===== config.mk =====
export PLATFORM = sky130hd
export DESIGN_NAME = lod_operator_out
export DESIGN_NICKNAME = d
export VERILOG_FILES = /design/src/rtl/lod_pkg.sv /design/src/rtl/lod_att_sum.sv /design/src/rtl/lod_exp_rom.sv /design/src/rtl/lod_lin_conv.sv /design/src/rtl/lod_operator_out.sv
export SDC_FILE = /design/constraint.sdc
export NUM_CORES = 1
export LEC_CHECK = 0
export ABC_AREA = 1
export CORE_MARGIN = 3
export CORE_UTILIZATION = 33
export DETAILED_ROUTE_END_ITERATION = 8
export GPL_ROUTABILITY_DRIVEN = 0
export PLACE_DENSITY = 0.48
export SETUP_SLACK_MARGIN = 0.05
export SYNTH_ARGS = -nofsm -noshare
export SYNTH_HDL_FRONTEND = slang
export SYNTH_HIERARCHICAL = 1
export SYNTH_SLANG_ARGS = --single-unit

===== constraint.sdc =====
create_clock -name clk -period 1.8 [get_ports clk]
set_input_delay 0.54 -clock clk [delete_from_list [all_inputs] [get_ports clk]]
set_output_delay 0.54 -clock clk [all_outputs]
set_load 0.01 [all_outputs]

===== src/rtl/lod_pkg.sv =====
package lod_pkg;

   // Rounded table entry: 2^((top-i)/2^frac_w) scaled by 2^mant_w, minus the implied one.
   function automatic int exp_entry(input int i, input int frac_w, input int mant_w);
      real e;
      real v;
      e = real'((1 << frac_w) - 1 - i) / real'(1 << frac_w);
      v = (2.0 ** e) * real'(1 << mant_w);
      return $rtoi(v + 0.5) - (1 << mant_w);
   endfunction

   function automatic int max3(input int a, input int b, input int c);
      int m;
      m = (a > b) ? a : b;
      return (m > c) ? m : c;
   endfunction

endpackage


===== src/rtl/lod_att_sum.sv =====
module lod_att_sum #(
   parameter int LS_W      = 12,
   parameter int TL_W      = 6,
   parameter int ENV_W     = 9,
   parameter int TL_SHIFT  = 5,
   parameter int ENV_SHIFT = 3,
   parameter int ATT_W     = 13,
   parameter bit SATURATE  = 1'b1
) (
   input  logic [LS_W-1:0]  logsin,
   input  logic [TL_W-1:0]  tl,
   input  logic [ENV_W-1:0] env,
   output logic [ATT_W-1:0] att
);
   localparam int SUM_W = lod_pkg::max3(LS_W, TL_W + TL_SHIFT, ENV_W + ENV_SHIFT) + 2;
   localparam logic [SUM_W-1:0] ATT_MAX = SUM_W'((1 << ATT_W) - 1);

   logic [SUM_W-1:0] sum_w;

   always_comb begin
      sum_w = SUM_W'(logsin)
            + (SUM_W'(tl)  << TL_SHIFT)
            + (SUM_W'(env) << ENV_SHIFT);
   end

   generate
      if (SATURATE) begin : g_sat
         always_comb att = (sum_w > ATT_MAX) ? ATT_MAX[ATT_W-1:0] : sum_w[ATT_W-1:0];
      end else begin : g_wrap
         always_comb att = sum_w[ATT_W-1:0];
      end
   endgenerate
endmodule


===== src/rtl/lod_exp_rom.sv =====
module lod_exp_rom #(
   parameter int FRAC_W = 8,
   parameter int MANT_W = 10
) (
   input  logic [FRAC_W-1:0] idx,
   output logic [MANT_W-1:0] mant
);
   localparam int DEPTH = 1 << FRAC_W;

   logic [MANT_W-1:0] table_w [DEPTH];

   generate
      for (genvar g = 0; g < DEPTH; g++) begin : g_ent
         localparam int VAL = lod_pkg::exp_entry(g, FRAC_W, MANT_W);
         assign table_w[g] = MANT_W'(VAL);
      end
   endgenerate

   always_comb mant = table_w[idx];
endmodule


===== src/rtl/lod_lin_conv.sv =====
module lod_lin_conv #(
   parameter int MANT_W    = 10,
   parameter int SHIFT_W   = 5,
   parameter int OUT_W     = 13,
   parameter bit ONES_COMP = 1'b1
) (
   input  logic [MANT_W-1:0]  mant,
   input  logic [SHIFT_W-1:0] shift,
   input  logic               sign,
   output logic [OUT_W-1:0]   sample
);
   localparam int MAG_W = MANT_W + 2;
   localparam int CUT   = MAG_W + 1;

   logic [MAG_W-1:0] full_w;
   logic [MAG_W-1:0] mag_w;
   logic [OUT_W-1:0] ext_w;

   always_comb begin
      full_w = {1'b1, mant, 1'b0};
      if (int'(shift) >= CUT) mag_w = '0;
      else                    mag_w = full_w >> shift;
      ext_w = OUT_W'(mag_w);
   end

   generate
      if (ONES_COMP) begin : g_inv
         always_comb sample = sign ? ~ext_w : ext_w;
      end else begin : g_twos
         always_comb sample = sign ? (~ext_w + 1'b1) : ext_w;
      end
   endgenerate
endmodule


===== src/rtl/lod_operator_out.sv =====
module lod_operator_out #(
   parameter int LS_W      = 12,
   parameter int TL_W      = 6,
   parameter int ENV_W     = 9,
   parameter int TL_SHIFT  = 5,
   parameter int ENV_SHIFT = 3,
   parameter int FRAC_W    = 8,
   parameter int ATT_W     = 13,
   parameter int MANT_W    = 10,
   parameter int OUT_W     = 13,
   parameter bit SATURATE  = 1'b1,
   parameter bit ONES_COMP = 1'b1
) (
   input  logic             clk,
   input  logic             rst_n,
   input  logic             in_valid,
   input  logic [11:0]      in_logsin,
   input  logic             in_sign,
   input  logic [5:0]       in_tl,
   input  logic [8:0]       in_env,
   output logic             out_valid,
   output logic [12:0]      out_sample
);
   localparam int SHIFT_W = ATT_W - FRAC_W;
   localparam int MAG_W   = MANT_W + 2;

   generate
      if (ATT_W <= FRAC_W) begin : g_bad_att
         $error("ATT_W must exceed FRAC_W");
      end
      if (OUT_W < MAG_W + 1) begin : g_bad_out
         $error("OUT_W too small for magnitude plus sign");
      end
      if (LS_W != 12 || TL_W != 6 || ENV_W != 9 || OUT_W != 13) begin : g_bad_port
         $error("port widths are fixed at 12/6/9/13");
      end
   endgenerate

   logic [ATT_W-1:0]   att_w;
   logic [MANT_W-1:0]  mant_w;
   logic [OUT_W-1:0]   lin_w;

   logic               s1_valid;
   logic               s1_sign;
   logic [SHIFT_W-1:0] s1_shift;
   logic [MANT_W-1:0]  s1_mant;

   lod_att_sum #(
      .LS_W(LS_W), .TL_W(TL_W), .ENV_W(ENV_W),
      .TL_SHIFT(TL_SHIFT), .ENV_SHIFT(ENV_SHIFT),
      .ATT_W(ATT_W), .SATURATE(SATURATE)
   ) u_sum (
      .logsin(in_logsin), .tl(in_tl), .env(in_env), .att(att_w)
   );

   lod_exp_rom #(.FRAC_W(FRAC_W), .MANT_W(MANT_W)) u_rom (
      .idx(att_w[FRAC_W-1:0]), .mant(mant_w)
   );

   always_ff @(posedge clk or negedge rst_n) begin
      if (!rst_n) begin
         s1_valid <= 1'b0;
         s1_sign  <= 1'b0;
         s1_shift <= '0;
         s1_mant  <= '0;
      end else begin
         s1_valid <= in_valid;
         if (in_valid) begin
            s1_sign  <= in_sign;
            s1_shift <= att_w[ATT_W-1:FRAC_W];
            s1_mant  <= mant_w;
         end
      end
   end

   lod_lin_conv #(
      .MANT_W(MANT_W), .SHIFT_W(SHIFT_W), .OUT_W(OUT_W), .ONES_COMP(ONES_COMP)
   ) u_lin (
      .mant(s1_mant), .shift(s1_shift), .sign(s1_sign), .sample(lin_w)
   );

   always_ff @(posedge clk or negedge rst_n) begin
      if (!rst_n) begin
         out_valid  <= 1'b0;
         out_sample <= '0;
      end else begin
         out_valid <= s1_valid;
         if (s1_valid) out_sample <= lin_w;
      end
   end
endmodule


==> reports/qor.json, run 1 <==
{
  "run_status": {"value": "finished with violations"},
  "failed_checks": {"value": "setup timing"},
  "dp.cells": {"value": 1113},
  "finalClockSkew": {"value": 0.00307, "unit": "ns"},
  "mappedNetlistArea": {"value": 4750, "unit": "sq um"},
  "layout.cells.most_common": {"value": "sky130_fd_sc_hd__nand2_1"},
  "worst_ir_drop_vdd": {"value": 0.440, "unit": "mV"},
  "holdCritPathClass": {"value": "reg2reg"},
  "cell_area_power_density": {"value": 1010, "unit": "nW/um^2"},
  "detailroute.via_count": {"value": 5938},
  "initial_utilization": {"value": 0.340},
  "clock_power_share": {"value": 0.128},
  "worstHoldStart": {"value": "out_sample[7]$_DFFE_PN0P_"},
  "holdBufCountCts": {"value": 0},
  "seq_area": {"value": 777, "unit": "sq um"},
  "number_of_drc_violations_after_detailed_routing": {"value": 0},
  "area_growth": {"value": 45.4, "unit": "%"},
  "critical_path.most_common_cell": {"value": "sky130_fd_sc_hd__nand2_1"},
  "antenna_found_initial": {"value": 0},
  "postSynthNetCount": {"value": 888},
  "report.final.slew_viol_count": {"value": 0},
  "power.static_leakage": {"value": 0.00358, "unit": "uW"},
  "antenna_violating_nets_post_route": {"value": 0},
  "standard_cell_core_area": {"value": 14000, "unit": "sq um"},
  "rsz0062_at_grt": {"value": "true"},
  "worst_r2r_startpoint": {"value": "s1_shift[1]$_DFFE_PN0P_"},
  "first_pass_grt_wire_length": {"value": 27400, "unit": "um"},
  "critical-path-top-delay-family": {"value": "simple AND/OR/NAND/NOR gates"},
  "rows": {"value": 43},
  "cts_tree": {"value": "done"},
  "timing.critical_path.to_type": {"value": "flip-flop"},
  "standard_cell_with_the_maximum_stage_delay_on_the_critical_path": {"value": "sky130_fd_sc_hd__fa_1"},
  "num_io_pins": {"value": 45},
  "clkLatencyLatePin": {"value": 0.28, "unit": "ns"},
  "dp.final_hpwl": {"value": 13200, "unit": "um"},
  "regToRegEndpoint": {"value": "out_sample[1]$_DFFE_PN0P_"},
  "power.share.switching": {"value": 0.488},
  "cts.htree.levels": {"value": 2},
  "avgSynthCellArea": {"value": 5.76, "unit": "sq um"},
  "first_global_vias": {"value": 5522},
  "internal-power": {"value": 3580, "unit": "uW"},
  "finalWorstSetupSlack": {"value": -1.54, "unit": "ns"},
  "cp_max_fo": {"value": 7},
  "cts_buffers": {"value": 5},
  "multi_input_gate_area_in_the_final_layout": {"value": 3950, "unit": "sq um"},
  "diodes": {"value": 0},
  "yosysSeqAreaShare": {"value": 0.163},
  "ys_types": {"value": 38},
  "drv_cap": {"value": 0},
  "timing.critical_path.arrival": {"value": 3.51, "unit": "ns"},
  "final-hold-violation-count": {"value": 0},
  "hold_end": {"value": "out_sample[7]$_DFFE_PN0P_"},
  "critPathBufInv": {"value": 6},
  "port_buffers": {"value": 44},
  "drt_pass1_iterations": {"value": 6},
  "net-switching-power": {"value": 3420, "unit": "uW"},
  "clockBufferDepth": {"value": 2},
  "n_fill_cell": {"value": 1435},
  "wire_per_inst": {"value": 14.9, "unit": "um"},
  "synth-warning-count": {"value": 6},
  "cts_num_sinks": {"value": 31},
  "timing.critical_path.from_type": {"value": "input port"},
  "total_length_of_routed_wires": {"value": 17000, "unit": "um"},
  "ratio_of_cells_with_drive_above_1_in_the_final_layout": {"value": 0.302},
  "drt-vias-per-instance": {"value": 5.19},
  "pin_count_of_the_biggest_net_entering_global_routing": {"value": 32},
  "design.final.nets": {"value": 1028},
  "grt_usage": {"value": 0.207},
  "die_w": {"value": 126, "unit": "um"},
  "cts-root-buf": {"value": "sky130_fd_sc_hd__clkbuf_16"},
  "die_area": {"value": 15900, "unit": "sq um"},
  "power.share.combinational": {"value": 0.707},
  "chipHeight": {"value": 126, "unit": "um"},
  "clk_transition_reported_paths": {"value": 0.05, "unit": "ns"},
  "setup_viol": {"value": 15},
  "max_slew.worst_pin.slew": {"value": 0.416, "unit": "ns"},
  "r2r.worst_path.cells": {"value": 9},
  "timing.reg2reg.setup_slack": {"value": 0.18, "unit": "ns"},
  "syn-instance-count": {"value": 824},
  "min_path_cells": {"value": 2},
  "finalWorstPathRequiredPeriod": {"value": 3.34, "unit": "ns"},
  "final-instance-count-excl-fill": {"value": 1145},
  "slew-limit-headroom": {"value": 0.723},
  "totalPowerFinal": {"value": 6990, "unit": "uW"},
  "final_cell_mix": {"value": "sky130_fd_sc_hd__nand2_1 (311), sky130_fd_sc_hd__buf_4 (112), sky130_fd_sc_hd__nand3_1 (102)"},
  "finalCritPeriodShare": {"value": 1.85},
  "synth.ff_latch_count": {"value": 31},
  "power.share.sequential": {"value": 0.165},
  "overflow": {"value": 0},
  "drt_iter0_markers": {"value": 489},
  "fmaxAchievable": {"value": 300, "unit": "MHz"},
  "cp_data_required_time": {"value": 1.97, "unit": "ns"},
  "critical_path_class": {"value": "in2reg"},
  "critical_path.max_stage_delay": {"value": 0.53, "unit": "ns"}
}
## Yosys cell counts
library cell / number / area, sq um
sky130_fd_sc_hd__nor3_1: 2 / 10.0
sky130_fd_sc_hd__fa_1: 7 / 140
sky130_fd_sc_hd__o221ai_1: 1 / 8.76
sky130_fd_sc_hd__buf_2: 11 / 55.1
sky130_fd_sc_hd__or2_0: 2 / 12.5
sky130_fd_sc_hd__inv_2: 9 / 33.8
sky130_fd_sc_hd__a21oi_1: 37 / 185
sky130_fd_sc_hd__inv_6: 1 / 8.76
sky130_fd_sc_hd__nand4_1: 2 / 12.5
sky130_fd_sc_hd__nor3_2: 1 / 10.0
sky130_fd_sc_hd__buf_6: 13 / 146
sky130_fd_sc_hd__inv_4: 1 / 6.26
sky130_fd_sc_hd__nor2_2: 6 / 37.5
sky130_fd_sc_hd__o21ai_1: 7 / 35.0
sky130_fd_sc_hd__dfrtp_1: 31 / 776
sky130_fd_sc_hd__nand2_1: 342 / 1280
sky130_fd_sc_hd__o21ai_0: 40 / 200
sky130_fd_sc_hd__nor2_1: 47 / 176
sky130_fd_sc_hd__o211ai_1: 10 / 75.1
sky130_fd_sc_hd__or2_2: 2 / 12.5
sky130_fd_sc_hd__xnor2_1: 1 / 8.76
sky130_fd_sc_hd__a21oi_4: 1 / 16.3
sky130_fd_sc_hd__inv_1: 64 / 240
sky130_fd_sc_hd__clkinv_1: 1 / 3.75
sky130_fd_sc_hd__nand2_2: 9 / 56.3
sky130_fd_sc_hd__o22ai_1: 1 / 6.26
sky130_fd_sc_hd__a21oi_2: 4 / 35.0
sky130_fd_sc_hd__buf_4: 9 / 67.6
sky130_fd_sc_hd__a31oi_1: 2 / 12.5
sky130_fd_sc_hd__inv_8: 1 / 11.3
sky130_fd_sc_hd__xor2_1: 10 / 87.6
sky130_fd_sc_hd__ha_1: 26 / 325
sky130_fd_sc_hd__o21ai_2: 1 / 8.76
sky130_fd_sc_hd__nand2_4: 3 / 33.8
sky130_fd_sc_hd__nand3_1: 108 / 541
sky130_fd_sc_hd__nand3b_1: 1 / 7.51
sky130_fd_sc_hd__nand3_2: 4 / 40.0
sky130_fd_sc_hd__clkbuf_1: 6 / 22.5
## worst max path at each step
| stage | to | start | cells past startpoint |
|---|---|---|---|
| after global routing | s1_mant[0]$_DFFE_PN0P_ | in_logsin[10] | 28 |
| after global placement | s1_mant[4]$_DFFE_PN0P_ | in_logsin[10] | 27 |
| after detailed placement | s1_mant[4]$_DFFE_PN0P_ | in_logsin[10] | 27 |
| after floorplan | s1_mant[6]$_DFFE_PN0P_ | in_logsin[10] | 24 |
| after CTS | s1_mant[2]$_DFFE_PN0P_ | in_logsin[10] | 26 |
| final | s1_mant[0]$_DFFE_PN0P_ | in_logsin[10] | 25 |
## state kept, by name (all words and copies together) (netlist names)
| signal | count |
|---|---|
| s1_valid | 1 |
| out_valid | 1 |
| s1_mant | 10 |
| s1_shift | 5 |
| s1_sign | 1 |
| out_sample | 13 |
## through the flow
step | setup slack [ns] | cell area (sq um) | setup TNS [ns] | utilization | hold WS (ns)
after floorplan | -1.53 | 4910 | -16.86 | - | 0.244
after global routing | -1.70 | 6900 | -20.61 | 0.494 | 0.485
final | -1.54 | 6900 | -18.04 | 0.494 | 0.465
after CTS | -1.54 | 6560 | -17.94 | 0.469 | 0.471
after detailed placement | -2.38 | 6110 | -28.90 | 0.437 | 0.458
after global placement | -2.33 | 6110 | -28.52 | 0.437 | 0.456
## power groups by stage
stage / logic, uW / registers (uW) / clock network [uW]
after CTS: 4640 / 1150 / 915
after floorplan: 2860 / 1130 / 0
after global placement: 4420 / 1150 / 0
final: 4950 / 1150 / 893
after global routing: 5460 / 1190 / 949
after detailed placement: 4400 / 1160 / 0
## logic make-up after synthesis
group | Yosys count | share of synthesized area
AO/OA/AOI/OAI | 104 | 0.123
XOR/XNOR | 11 | 0.0203
adder cells (fa/ha/maj) | 33 | 0.0980
buffers and inverters | 116 | 0.125
flip-flops | 31 | 0.163
AND/OR/NAND/NOR | 529 | 0.470
## metal layers
metal	GRT usage	vias to the layer above	routed length, um
met5	0	-	0
met4	0.0801	0	558
met3	0.0246	50	1010
met2	0.343	266	8070
met1	0.277	2689	7400
li1	-	2933	-
## layout make-up
class                           count  share of cell area
Clock buffer                        7              0.0221
Clock inverter                      1             0.00109
Inverter                           77              0.0506
Multi-Input combinational cell    677               0.572
Sequential cell                    31               0.113
Tap cell                          180              0.0326
Timing Repair Buffer              170               0.206
Timing Repair inverter              2             0.00236
## tightest hold or removal path, stage by stage, from the launching register on
cell	delay, ns
sky130_fd_sc_hd__dfrtp_1	0.34
sky130_fd_sc_hd__nand2_1	0.05
sky130_fd_sc_hd__nand2_1	0.04
## what timing repair did
item,in CTS,in global routing
pin swaps,46,55
buffers inserted,7,15
gates resized for setup,113,90
cloned,1,2
setup endpoints to repair,15,19
Note: power is estimated with default switching activity, not from simulation.
==> run 2, diff against run 1 <==
- CORE_ASPECT_RATIO: not set -> 1.75
==> run 2 against run 1 <==
Effect of this change:
- the run still ends with setup timing left
- power up 4.7%
- first-iteration DRC count down 57%
- clock skew up 0.00065 ns
- global-route usage up 2.7 points
- clock power up 12%
- largest cell class unchanged
==> reports/qor.json, run 2 (synthesis gave the netlist of run 1 again) <==
{
  "fin_area": {"value": 7200, "unit": "sq um"},
  "cts-root-buf": {"value": "sky130_fd_sc_hd__clkbuf_16"},
  "final-hold-violation-count": {"value": 0},
  "crit_start": {"value": "in_logsin[10]"},
  "finalClockSkew": {"value": 0.00371, "unit": "ns"},
  "finalWorstSetupSlack": {"value": -1.59, "unit": "ns"},
  "detailedPlace.worstSlack": {"value": -2.40, "unit": "ns"},
  "chipHeight": {"value": 165, "unit": "um"},
  "max_slew.worst_pin.slew": {"value": 0.417, "unit": "ns"},
  "initial_utilization": {"value": 0.340},
  "cp_data_required_time": {"value": 1.97, "unit": "ns"},
  "fmaxAchievable": {"value": 295, "unit": "MHz"},
  "regMostFlops": {"value": "out_sample"},
  "power.static_leakage": {"value": 0.00369, "unit": "uW"},
  "drt_iter0_markers": {"value": 209},
  "setup_viol": {"value": 15},
  "placement.cell_area": {"value": 6230, "unit": "sq um"},
  "diodes": {"value": 0},
  "number_of_drc_violations_after_detailed_routing": {"value": 0},
  "wire_per_inst": {"value": 16.3, "unit": "um"},
  "worst_ir_drop_vdd": {"value": 0.396, "unit": "mV"},
  "cell_area_power_density": {"value": 1020, "unit": "nW/um^2"},
  "num_io_pins": {"value": 45},
  "clockBufferDepth": {"value": 2},
  "timing.hold.ws": {"value": 0.469, "unit": "ns"},
  "detailroute.via_count": {"value": 6064},
  "r2r.worst_path.cells": {"value": 10},
  "standard_cell_core_area": {"value": 14000, "unit": "sq um"},
  "clk_transition_reported_paths": {"value": 0.05, "unit": "ns"},
  "critical_path.max_stage_delay": {"value": 0.54, "unit": "ns"},
  "ratio_of_cells_with_drive_above_1_in_the_final_layout": {"value": 0.332},
  "overflow": {"value": 0},
  "drt_pass1_iterations": {"value": 5},
  "holdBufCountCts": {"value": 0},
  "final-instance-count-excl-fill": {"value": 1155},
  "dp.cells": {"value": 1120},
  "postLayoutCoreUtil": {"value": 0.515},
  "multi_input_gate_area_in_the_final_layout": {"value": 4050, "unit": "sq um"},
  "die_w": {"value": 96.7, "unit": "um"},
  "final_cell_mix": {"value": "sky130_fd_sc_hd__nand2_1 (306), sky130_fd_sc_hd__buf_4 (119), sky130_fd_sc_hd__nand3_1 (96)"},
  "grt_usage": {"value": 0.235},
  "drt-vias-per-instance": {"value": 5.25},
  "cts.htree.levels": {"value": 2},
  "run_status": {"value": "finished with violations"},
  "critical_path_class": {"value": "in2reg"},
  "total_length_of_routed_wires": {"value": 18900, "unit": "um"},
  "first_pass_grt_wire_length": {"value": 30300, "unit": "um"},
  "finalCritPeriodShare": {"value": 1.88},
  "timing.reg2reg.setup_slack": {"value": 0.22, "unit": "ns"},
  "worst_r2r_startpoint": {"value": "s1_shift[0]$_DFFE_PN0P_"},
  "port_buffers": {"value": 44},
  "cts_tree": {"value": "done"},
  "area_growth": {"value": 51.7, "unit": "%"},
  "finalWorstPathRequiredPeriod": {"value": 3.39, "unit": "ns"},
  "rows": {"value": 57},
  "min_path_cells": {"value": 2},
  "layout_top_registers": {"value": "out_sample: 13 flops, s1_mant: 10 flops, s1_shift: 5 flops"},
  "seq_area": {"value": 778, "unit": "sq um"},
  "pin_count_of_the_biggest_net_entering_global_routing": {"value": 32},
  "dp.final_hpwl": {"value": 15300, "unit": "um"},
  "antenna_violating_nets_post_route": {"value": 0},
  "failed_checks": {"value": "setup timing"},
  "design.final.nets": {"value": 1041},
  "cts_num_sinks": {"value": 31},
  "largest_register_ffs": {"value": 13},
  "timing.critical_path.from_type": {"value": "input port"},
  "timing.critical_path.to_type": {"value": "flip-flop"},
  "regToRegEndpoint": {"value": "out_sample[0]$_DFFE_PN0P_"},
  "worstHoldStart": {"value": "out_sample[11]$_DFFE_PN0P_"},
  "report.final.slew_viol_count": {"value": 0},
  "slew-limit-headroom": {"value": 0.722},
  "timing.critical_path.arrival": {"value": 3.56, "unit": "ns"},
  "standard_cell_with_the_maximum_stage_delay_on_the_critical_path": {"value": "sky130_fd_sc_hd__fa_1"},
  "drv_cap": {"value": 0},
  "layout.cells.most_common": {"value": "sky130_fd_sc_hd__nand2_1"},
  "cp-endpoint": {"value": "s1_mant[2]$_DFFE_PN0P_"},
  "critical_path.most_common_cell": {"value": "sky130_fd_sc_hd__nand2_1"},
  "first_global_vias": {"value": 6218},
  "rsz0062_at_grt": {"value": "true"},
  "cp_max_fo": {"value": 6},
  "holdCritPathClass": {"value": "reg2reg"},
  "antenna_found_initial": {"value": 0},
  "die_area": {"value": 15900, "unit": "sq um"},
  "cts_buffers": {"value": 5},
  "n_fill_cell": {"value": 1466},
  "clkLatencyLatePin": {"value": 0.28, "unit": "ns"}
}
[run 2: cell type report]
cell class	instances	share of cell area
clock buffers	6	0.0193
clock inverters	2	0.00486
inverters	77	0.0500
multi-input cells	677	0.561
flip-flops and latches	31	0.108
well taps	177	0.0307
repair buffers	185	0.226
[run 2: layer usage]
metal,track usage,share of wire
met5,0,0
met4,0.177,0.094
met3,0.0275,0.036
met2,0.475,0.56
met1,0.206,0.31
[run 2: how the worst min path moves through the flow]
stage	slack [ns]	endpoint
final	0.47	out_sample[11]$_DFFE_PN0P_
after floorplan	0.24	out_sample[0]$_DFFE_PN0P_
after global placement	0.45	out_sample[2]$_DFFE_PN0P_
after detailed placement	0.46	out_sample[8]$_DFFE_PN0P_
after global routing	0.49	out_sample[11]$_DFFE_PN0P_
after CTS	0.47	out_sample[8]$_DFFE_PN0P_
[run 2: critical path: cells and delay by family]
kind | cells | cell delay [ns]
adder cells (fa/ha/maj) | 3 | 1.15
AND/OR/NAND/NOR | 17 | 1.43
buffers and inverters | 6 | 0.43
[run 2: repair_timing]
item / in CTS / in global routing
gates resized for setup: 139 / 100
pin swaps: 49 / 52
gates cloned: 0 / 0
buffers inserted: 12 / 18
setup endpoints to repair: 16 / 19
[run 2: report_power, final]
| group | switching, uW | leakage (uW) | total (uW) | internal, uW |
|---|---|---|---|---|
| registers | 250 | 0.000380 | 1180 | 925 |
| clock network | 311 | 0.0000868 | 998 | 687 |
| logic | 2960 | 0.00323 | 5150 | 2190 |
[run 2: metrics by stage]
stage	power [uW]	setup TNS (ns)
after floorplan	3990	-16.86
after global placement	5720	-28.75
after detailed placement	5730	-29.38
after CTS	7040	-17.99
after global routing	7900	-19.29
final	7320	-16.78
==> run 3, diff against run 2 <==
- DONT_BUFFER_PORTS: not set -> 1
- PLACE_DENSITY: 0.48 -> 0.44
==> run 3 against run 2 <==
Effect of this change:
- routed wire length is 2.8% lower
- non-clock buffer count is 45 lower
- count of clock-buffer cells in the layout stayed put
- final cell count is 3.9% lower
- highest routed layer unchanged
- critical endpoint is now s1_mant[3]$_DFFE_PN0P_
- worst hold slack worse by 0.39 ns
- the run still ends with setup timing left
- largest cell class unchanged
- via count is 4.3% lower
==> reports/qor.json, run 3 (synthesis gave the netlist of run 1 again) <==
{
  "standard_cell_core_area": {"value": 14000, "unit": "sq um"},
  "number_of_drc_violations_after_detailed_routing": {"value": 0},
  "drv_cap": {"value": 0},
  "cts_num_sinks": {"value": 31},
  "timing.critical_path.to_type": {"value": "flip-flop"},
  "finalWorstSetupSlack": {"value": -1.45, "unit": "ns"},
  "clockBufferDepth": {"value": 2},
  "port_buffers": {"value": 0},
  "largest_register_ffs": {"value": 13},
  "total_length_of_routed_wires": {"value": 18300, "unit": "um"},
  "n_fill_cell": {"value": 1514},
  "timing.critical_path.from_type": {"value": "input port"},
  "cp_data_required_time": {"value": 1.97, "unit": "ns"},
  "cts-root-buf": {"value": "sky130_fd_sc_hd__clkbuf_16"},
  "fin_area": {"value": 6670, "unit": "sq um"},
  "layout.cells.most_common": {"value": "sky130_fd_sc_hd__nand2_1"},
  "antenna_found_initial": {"value": 0},
  "first_global_vias": {"value": 5923},
  "regMostFlops": {"value": "out_sample"},
  "finalWorstPathRequiredPeriod": {"value": 3.25, "unit": "ns"},
  "placement.cell_area": {"value": 5830, "unit": "sq um"},
  "chipHeight": {"value": 165, "unit": "um"},
  "critical_path_class": {"value": "in2reg"},
  "cell_area_power_density": {"value": 1060, "unit": "nW/um^2"},
  "worst_ir_drop_vdd": {"value": 0.388, "unit": "mV"},
  "die_w": {"value": 96.7, "unit": "um"},
  "initial_utilization": {"value": 0.340},
  "drt-vias-per-instance": {"value": 5.23},
  "drt_pass1_iterations": {"value": 4},
  "detailedPlace.worstSlack": {"value": -1.80, "unit": "ns"},
  "fmaxAchievable": {"value": 308, "unit": "MHz"},
  "num_io_pins": {"value": 45},
  "clk_transition_reported_paths": {"value": 0.05, "unit": "ns"},
  "holdCritPathClass": {"value": "in2async"},
  "timing.hold.ws": {"value": 0.0821, "unit": "ns"},
  "finalCritPeriodShare": {"value": 1.81},
  "m1WireLength": {"value": 6080, "unit": "um"},
  "slew-limit-headroom": {"value": 0.671},
  "critical_path.most_common_cell": {"value": "sky130_fd_sc_hd__nand2_1"},
  "met2RoutedLength": {"value": 10200, "unit": "um"},
  "met3_length": {"value": 560, "unit": "um"},
  "highest-signal-layer": {"value": "met4"},
  "drt_iter0_markers": {"value": 201},
  "die_area": {"value": 15900, "unit": "sq um"},
  "cp_max_fo": {"value": 10},
  "layout_top_registers": {"value": "out_sample: 13 flops, s1_mant: 10 flops, s1_shift: 5 flops"},
  "final-hold-violation-count": {"value": 0},
  "dp.final_hpwl": {"value": 14900, "unit": "um"},
  "timing.critical_path.arrival": {"value": 3.42, "unit": "ns"},
  "critical_path.max_stage_delay": {"value": 0.55, "unit": "ns"},
  "design.final.nets": {"value": 996},
  "antenna_violating_nets_post_route": {"value": 0},
  "first_pass_grt_wire_length": {"value": 29400, "unit": "um"},
  "pin_count_of_the_biggest_net_entering_global_routing": {"value": 32},
  "grt_usage": {"value": 0.228},
  "diodes": {"value": 0},
  "finalClockSkew": {"value": 0.00570, "unit": "ns"},
  "postLayoutCoreUtil": {"value": 0.477},
  "run_status": {"value": "finished with violations"},
  "rsz0062_at_grt": {"value": "true"},
  "cts_tree": {"value": "done"},
  "power.static_leakage": {"value": 0.00346, "unit": "uW"},
  "clkLatencyLatePin": {"value": 0.28, "unit": "ns"},
  "setup_viol": {"value": 15},
  "failed_checks": {"value": "setup timing"},
  "rows": {"value": 57},
  "overflow": {"value": 0},
  "max_slew.worst_pin.slew": {"value": 0.493, "unit": "ns"},
  "detailroute.via_count": {"value": 5806},
  "report.final.slew_viol_count": {"value": 0},
  "final_cell_mix": {"value": "sky130_fd_sc_hd__nand2_1 (310), sky130_fd_sc_hd__buf_4 (120), sky130_fd_sc_hd__nand3_1 (99)"},
  "standard_cell_with_the_maximum_stage_delay_on_the_critical_path": {"value": "sky130_fd_sc_hd__fa_1"},
  "wire_per_inst": {"value": 16.5, "unit": "um"},
  "cts_buffers": {"value": 5},
  "cts.htree.levels": {"value": 2},
  "area_growth": {"value": 40.4, "unit": "%"},
  "ratio_of_cells_with_drive_above_1_in_the_final_layout": {"value": 0.312}
}
-- run 3: changes by cell type in the layout (fill, tap and decap cells not counted), sizes merged --
cell / before / now
clkdlybuf4s50: 22 / 0
clkbuf: 15 / 6
buf: 146 / 140
clkdlybuf4s15: 4 / 0
dlymetal6s2s: 4 / 0
inv: 74 / 76
clkinv: 3 / 2
clkinvlp: 1 / 0
-- run 3: worst max-delay path, delay by kind of cell --
kind,cells,cell delay (ns)
fa+ha+maj,2,0.80
buf+inv,6,0.62
simple gates,19,1.46
-- run 3: worst paths after layout --
kind                                         start                        end  slack, ns  cells past startpoint
min in group clk                          in_valid         s1_valid$_DFF_PN0_       0.29                      0
max reg2reg                s1_shift[1]$_DFFE_PN0P_  out_sample[7]$_DFFE_PN0P_       0.20                      8
max                                  in_logsin[10]     s1_mant[3]$_DFFE_PN0P_      -1.45                     27
max in group asynchronous                    rst_n    s1_shift[0]$_DFFE_PN0P_       1.53                      1
min                                          rst_n  out_sample[4]$_DFFE_PN0P_       0.08                      1
min reg2reg                 s1_mant[0]$_DFFE_PN0P_     s1_mant[0]$_DFFE_PN0P_       0.50                      2
-- run 3: power by group --
part / internal [uW] / leakage [uW] / switching, uW
clock: 687 / 0.0000868 / 300
combinational: 2000 / 0.00299 / 2840
sequential: 925 / 0.000381 / 297
total: 3610 / 0.00346 / 3440
-- run 3: through the flow --
step	setup TNS, ns	instances	power (uW)
6_report	-16.04	1110	7050
5_1_grt	-18.48	1110	7640
4_1_cts	-15.41	1106	6920
3_5_place_dp	-20.30	1080	5550
3_3_place_gp	-20.51	1080	5580
2_1_floorplan	-16.86	824	3990
-- run 3: layout make-up --
cell class                      count  area, sq um  share of cell area
Clock inverter                      2         35.0             0.00525
Multi-Input combinational cell    677         3930               0.589
Sequential cell                    31          777               0.117
Clock buffer                        6          139              0.0208
Inverter                           77          353              0.0529
Tap cell                          177          221              0.0332
Timing Repair Buffer              140         1210               0.182
-- run 3: routing by layer --
metal	GRT usage	up-vias
met3	0.0237	85
li1	-	2851
met1	0.207	2675
met5	0	-
met4	0.174	0
met2	0.455	195
-- run 3: what timing repair did --
item	4_1_cts	5_1_grt
resized for setup	94	61
hold endpoints to repair	31	0
endpoints found under the setup margin	15	23
pin swaps	19	31
setup buffers	28	14
hold buffers	1	0
